[src/rtl/tmsel_pkg.sv]
package tmsel_pkg;
  localparam int unsigned MODE_W = 2;

  typedef enum logic [MODE_W-1:0] {
    MODE_NORMAL = 2'b00,
    MODE_HIZ    = 2'b01,
    MODE_REFDIV = 2'b10
  } mode_e;
endpackage

[src/rtl/tmsel_capture.sv]
// One-shot latch of the resolved strap level.
module tmsel_capture (
  input  logic clk,
  input  logic por_n,
  input  logic lvl_i,
  input  logic strobe_i,
  output logic hw_path_o
);
  logic lock_q;
  logic hw_q;

  always_ff @(posedge clk or negedge por_n) begin
    if (!por_n) begin
      lock_q <= 1'b0;
      hw_q   <= 1'b0;
    end else if (strobe_i && !lock_q) begin
      lock_q <= 1'b1;
      hw_q   <= lvl_i;
    end
  end

  assign hw_path_o = hw_q;

  // after the capture, later strobes leave the path unchanged
  a_r2_capture_frozen: assert property (@(posedge clk) disable iff (!por_n)
    lock_q |=> $stable(hw_q));
endmodule

[src/rtl/tmsel_entry.sv]
// Sticky test-entry flag for the register path.
module tmsel_entry (
  input  logic clk,
  input  logic por_n,
  input  logic hw_path_i,
  input  logic enter_i,
  output logic entered_o
);
  logic entered_q;

  always_ff @(posedge clk or negedge por_n) begin
    if (!por_n) entered_q <= 1'b0;
    else if (enter_i && !hw_path_i) entered_q <= 1'b1;
  end

  assign entered_o = entered_q;

  // entry never clears without a power-on reset
  a_r7_entry_sticky: assert property (@(posedge clk) disable iff (!por_n)
    entered_q |=> entered_q);
endmodule

[src/rtl/tmsel_decode.sv]
// Maps path, entry state and live inputs to the mode code and the enable.
module tmsel_decode
  import tmsel_pkg::*;
(
  input  logic              hw_path_i,
  input  logic              entered_i,
  input  logic              tm_pin_i,
  input  logic              refdiv_i,
  output logic [MODE_W-1:0] mode_o,
  output logic              oe_o
);
  mode_e test_sel;
  mode_e mode;

  always_comb begin
    test_sel = refdiv_i ? MODE_REFDIV : MODE_HIZ;
    if (hw_path_i) mode = tm_pin_i ? MODE_REFDIV : test_sel;
    else if (entered_i) mode = test_sel;
    else mode = MODE_NORMAL;
  end

  assign mode_o = mode;
  assign oe_o   = (mode != MODE_HIZ);
endmodule

[src/rtl/tmsel_top.sv]
module tmsel_top
  import tmsel_pkg::*;
(
  input  logic              clk,
  input  logic              por_n,
  input  logic              sel_lvl_i,
  input  logic              sel_strobe_i,
  input  logic              tm_pin_i,
  input  logic              cfg_enter_i,
  input  logic              cfg_refdiv_i,
  output logic [MODE_W-1:0] mode_o,
  output logic              ref_oe_o
);
  logic hw_path;
  logic entered;

  tmsel_capture u_cap (
    .clk      (clk),
    .por_n    (por_n),
    .lvl_i    (sel_lvl_i),
    .strobe_i (sel_strobe_i),
    .hw_path_o(hw_path)
  );

  tmsel_entry u_ent (
    .clk      (clk),
    .por_n    (por_n),
    .hw_path_i(hw_path),
    .enter_i  (cfg_enter_i),
    .entered_o(entered)
  );

  tmsel_decode u_dec (
    .hw_path_i(hw_path),
    .entered_i(entered),
    .tm_pin_i (tm_pin_i),
    .refdiv_i (cfg_refdiv_i),
    .mode_o   (mode_o),
    .oe_o     (ref_oe_o)
  );

  // the pin forces REF/N on the hardware path
  a_r3_pin_forces_refdiv: assert property (@(posedge clk) disable iff (!por_n)
    (hw_path && tm_pin_i) |-> (mode_o == MODE_REFDIV));

  // the hardware path never runs normally
  a_r4_hw_never_normal: assert property (@(posedge clk) disable iff (!por_n)
    hw_path |-> (mode_o != MODE_NORMAL));

  // normal until entry on the register path
  a_r6_normal_before_entry: assert property (@(posedge clk) disable iff (!por_n)
    (!hw_path && !entered) |-> (mode_o == MODE_NORMAL));

  // the enable drops only in high impedance, and 11 is never produced
  a_r8_oe_matches_hiz: assert property (@(posedge clk) disable iff (!por_n)
    (!ref_oe_o) |-> (mode_o == MODE_HIZ));
  a_r8_no_illegal_code: assert property (@(posedge clk) disable iff (!por_n)
    mode_o != 2'b11);
endmodule

[config.mk]
export PLATFORM = sky130hd
export DESIGN_NAME = tmsel_top
export DESIGN_NICKNAME = d
export VERILOG_FILES = /design/src/rtl/tmsel_pkg.sv /design/src/rtl/tmsel_capture.sv /design/src/rtl/tmsel_entry.sv /design/src/rtl/tmsel_decode.sv /design/src/rtl/tmsel_top.sv
export SDC_FILE = /design/constraint.sdc
export NUM_CORES = 1
export LEC_CHECK = 0
export ABC_AREA = 0
export BUFFER_PORTS_ARGS = -buffer_cell sky130_fd_sc_hd__buf_2
export CELL_PAD_IN_SITES_DETAIL_PLACEMENT = 1
export CELL_PAD_IN_SITES_GLOBAL_PLACEMENT = 1
export CORE_AREA = 5 5 42 44
export CTS_CLUSTER_DIAMETER = 40
export CTS_CLUSTER_SIZE = 12
export DETAILED_ROUTE_END_ITERATION = 6
export DIE_AREA = 0 0 47 49
export PLACE_DENSITY_LB_ADDON = 0.1
export SYNTH_ARGS = -nofsm -noshare
export SYNTH_HDL_FRONTEND = slang
export SYNTH_SLANG_ARGS = --single-unit
[constraint.sdc]
create_clock -name clk -period 1.1 [get_ports clk]
set_input_delay 0.11 -clock clk [delete_from_list [all_inputs] [get_ports clk]]
set_output_delay 0.11 -clock clk [all_outputs]
set_load 0.02 [all_outputs]
==> summary.md <==
| Metric | Value |
|---|---|
| Outcome | finished, violations left |
| Failing checks | setup timing |
| Clock latency on the worst-skew pair | between 0.2 and 0.25 ns |
| Worst vdd ir | approximately 410 uV |
| Max Used Layer | met3 |
| DRT iter0 DRCs | 0 |
| CTS clk-pin slew, worst paths | around 0.03 ns |
| Total grt overflow | 0 |
| P per Cell Area | roughly 1400 nW/um^2 |
| # H-tree levels | 1 |
| Post-Syn Instances | 13 |
| Post-Route M1 WL | between 150 and 200 um |
| CTS tree | yes |
| Placement Setup Slack | roughly 0.09 ns |
| Arr. time, crit path | between 1 and 1.5 ns |
| Fmax | 0.835 GHz |
| Vias in the first global route | ~150 |
| R2R Setup Slk | ~0.17 ns |
| Fin crit share | 109% |
| Critical-path cell list | a21oi_2 > nor2b_1 > buf_4 |
| Ranking of synthesized cells by area | dfrtp_1 (50%), mux2_4 (10%), nor2b_4 (9.2%) |
| Pre-Repair DR Iteration Count | 1 |
| Number of CTS-inserted buffers | 3 |
| Unique masters post-synth | 10 |
| Mean Syn Cell Area | between 10 and 15 um^2 |
| Hold path endpoint | u_cap.lock_q$_DFFE_PN0P_ |
| Buffers on Ports | 9 |
| Critical Path Start Type | flip-flop |
| Nets | 36 |
| Met3 WL | around 54 um |
| DRT antenna net count | 0 |
| Least-Margin Pin Slew | between 0.15 and 0.2 ns |
| First-pass GRT wire length | about 580 um |
| Via count | between 100 and 150 |
| Synthesized flop and latch total | 3 |
| Final setup fails | 3 |
| Top-area cell type share of the netlist area | between 50 and 60% |
| DP Area | 214 um^2 |
| Final Max Tran Viols | 0 |
| Final hold violation count | 0 |
| Final Skew | 0.00144 ns |
| Starting Density | between 10% and 20% |
| Final Wtd Congestion | a little under 0.7 |
| Element type at the critical path end | output port |
| RSZ-0062 raised after global routing | true |
| Post-DR vias/cell | around 3.2 |
| Share of cells above drive strength 1 | a little under three fifths |
| Min Clock Period, post-route | 1.20 ns |
| Ys Warns | 0 |
| Critical-path top delay cell | dfrtp_1 |
| R2r endpoint | u_cap.hw_path_o$_DFFE_PN0P_ |
| Height of the chip | 49 um |
| Initial antenna violation count | 0 |
| Die area | 2300 um^2 |
| Crit Path Category | reg -> out |
| Largest net degree at the start of global routing | 5 |
| Leakage dissipation | between 0.1 and 0.15 nW |
| # IOs | 10 |
| Antenna Cells | 0 |
| Worst hold path class | in -> reg |
| Clock root cell | clkbuf_4 |
| CTS sink cnt | 3 |
| Hold depth | 2 |
| Seq/Total Area, Yosys | between 50 and 60% |
| DR DRC count | 0 |
| Worst r2r src | u_cap.lock_q$_DFFE_PN0P_ |
| Drt total wl | ~380 um |
| Core Rows | 14 |
| Relative slew slack | between 80% and 90% |
| WL met2 | ~160 um |
| Core Region | 1400 um^2 |
| Area growth, synth to finish | 76.5% |
| Post-Syn Area | about 150 um^2 |
| Reg2Reg Depth | 2 |
| Post-route cell area | ~260 um^2 |
| Synth Net Count | 20 |
| Clock buffer depth | 2 |
| Max-cap violations | 0 |
| Worst path max stage delay | ~0.40 ns |
| Worst Slack Setup Final | -0.0983 ns |
| Total track usage | 4.09% |
| Final Util | a little under a fifth |
| Die Width | approximately 47 um |
| WP data required | roughly 0.99 ns |
| Routed len/inst | between 8 and 9 um |
| Crit path max fanout | 4 |
| Hold path startpoint | sel_strobe_i |
| Largest area contributor in the netlist | dfrtp_1 |
-- through the flow --
stage	hold WS (ns)	setup TNS (ns)	instances	power [mW]
after floorplan	-0.186	0	13	0.150
after global placement	-0.0896	0	38	0.175
after detailed placement	-0.0902	0	38	0.175
after CTS	0.0849	-0.230	44	0.385
after global routing	0.0844	-0.352	44	0.395
final	0.0879	-0.189	44	0.371
-- layout make-up --
type	instances	area [um^2]
flip-flops and latches	3	75.1
clock buffers	4	26.3
well taps	16	20.0
repair buffers	11	67.6
multi-input cells	9	70.1
inverters	1	3.75
fillers	174	1140
-- sequential cells by signal, indices dropped and copies added (netlist names) --
name and count:
u_cap.hw_path_o 1, u_cap.lock_q 1, u_ent.entered_o 1
-- worst max-delay path: cells and delay by family (launching register included) --
family,cells,cell delay [ns]
flip-flops,1,0.40
AO/OA/AOI/OAI,1,0.16
AND/OR/NAND/NOR,1,0.15
buffers and inverters,1,0.15
-- synth_stat cells (all sizes together) --
library cell / instances
a21oi: 1
or2: 1
nor2b: 2
dfrtp: 3
nor2: 2
a21o: 1
mux2: 1
o21ai: 1
inv: 1
-- logic make-up (layout without fill, tap and decap cells) --
family	Yosys count	after routing	share of synthesized area, %
flops	3	3	50.4
compound gates	3	3	14.3
buf+inv	1	16	2.52
simple gates	5	5	22.7
mux	1	1	10.1
-- layout by cell type (no fill, tap or decap) --
cell type | Yosys | layout
nor2b_4 | 1 | 1
buf_2 | 0 | 7
clkbuf_1 | 0 | 1
clkbuf_4 | 0 | 3
nor2b_1 | 1 | 1
dlygate4sd3_1 | 0 | 1
a21oi_2 | 1 | 1
inv_1 | 1 | 1
nor2_1 | 2 | 2
o21ai_0 | 1 | 1
buf_4 | 0 | 3
dfrtp_1 | 3 | 3
a21o_1 | 1 | 1
or2_1 | 1 | 1
mux2_4 | 1 | 1
-- report_power, final --
| group | internal [mW] | total (mW) | switching, mW |
|---|---|---|---|
| clock | 0.135 | 0.186 | 0.0505 |
| combinational | 0.0357 | 0.0651 | 0.0294 |
| sequential | 0.115 | 0.120 | 0.00503 |
| total | 0.287 | 0.371 | 0.0848 |
-- worst max-delay path by stage --
stage	start	to	slack [ns]	depth (start not counted)
after floorplan	u_cap.hw_path_o$_DFFE_PN0P_	mode_o[0]	0.08	2
after global placement	u_cap.hw_path_o$_DFFE_PN0P_	mode_o[0]	0.11	3
after detailed placement	u_cap.hw_path_o$_DFFE_PN0P_	mode_o[0]	0.09	3
after CTS	u_cap.hw_path_o$_DFFE_PN0P_	mode_o[0]	-0.12	3
after global routing	u_cap.hw_path_o$_DFFE_PN0P_	mode_o[0]	-0.16	3
final	u_cap.hw_path_o$_DFFE_PN0P_	mode_o[0]	-0.1	3
-- what timing repair did --
item | CTS | global route
endpoints found under the setup margin | 3 | 3
hold buffers | 1 | 0
endpoints found under the hold margin | 3 | 0
gates resized for setup | 2 | 0
setup buffers | 1 | 0
pin swaps | 2 | 0
-- routing by layer --
layer	global-route usage (%)	vias to the layer above
met4	6.91	0
met3	1.48	0
met5	0	-
met1	4.42	62
li1	-	72
met2	4.30	7
Note: power is estimated with default switching activity, not from simulation.
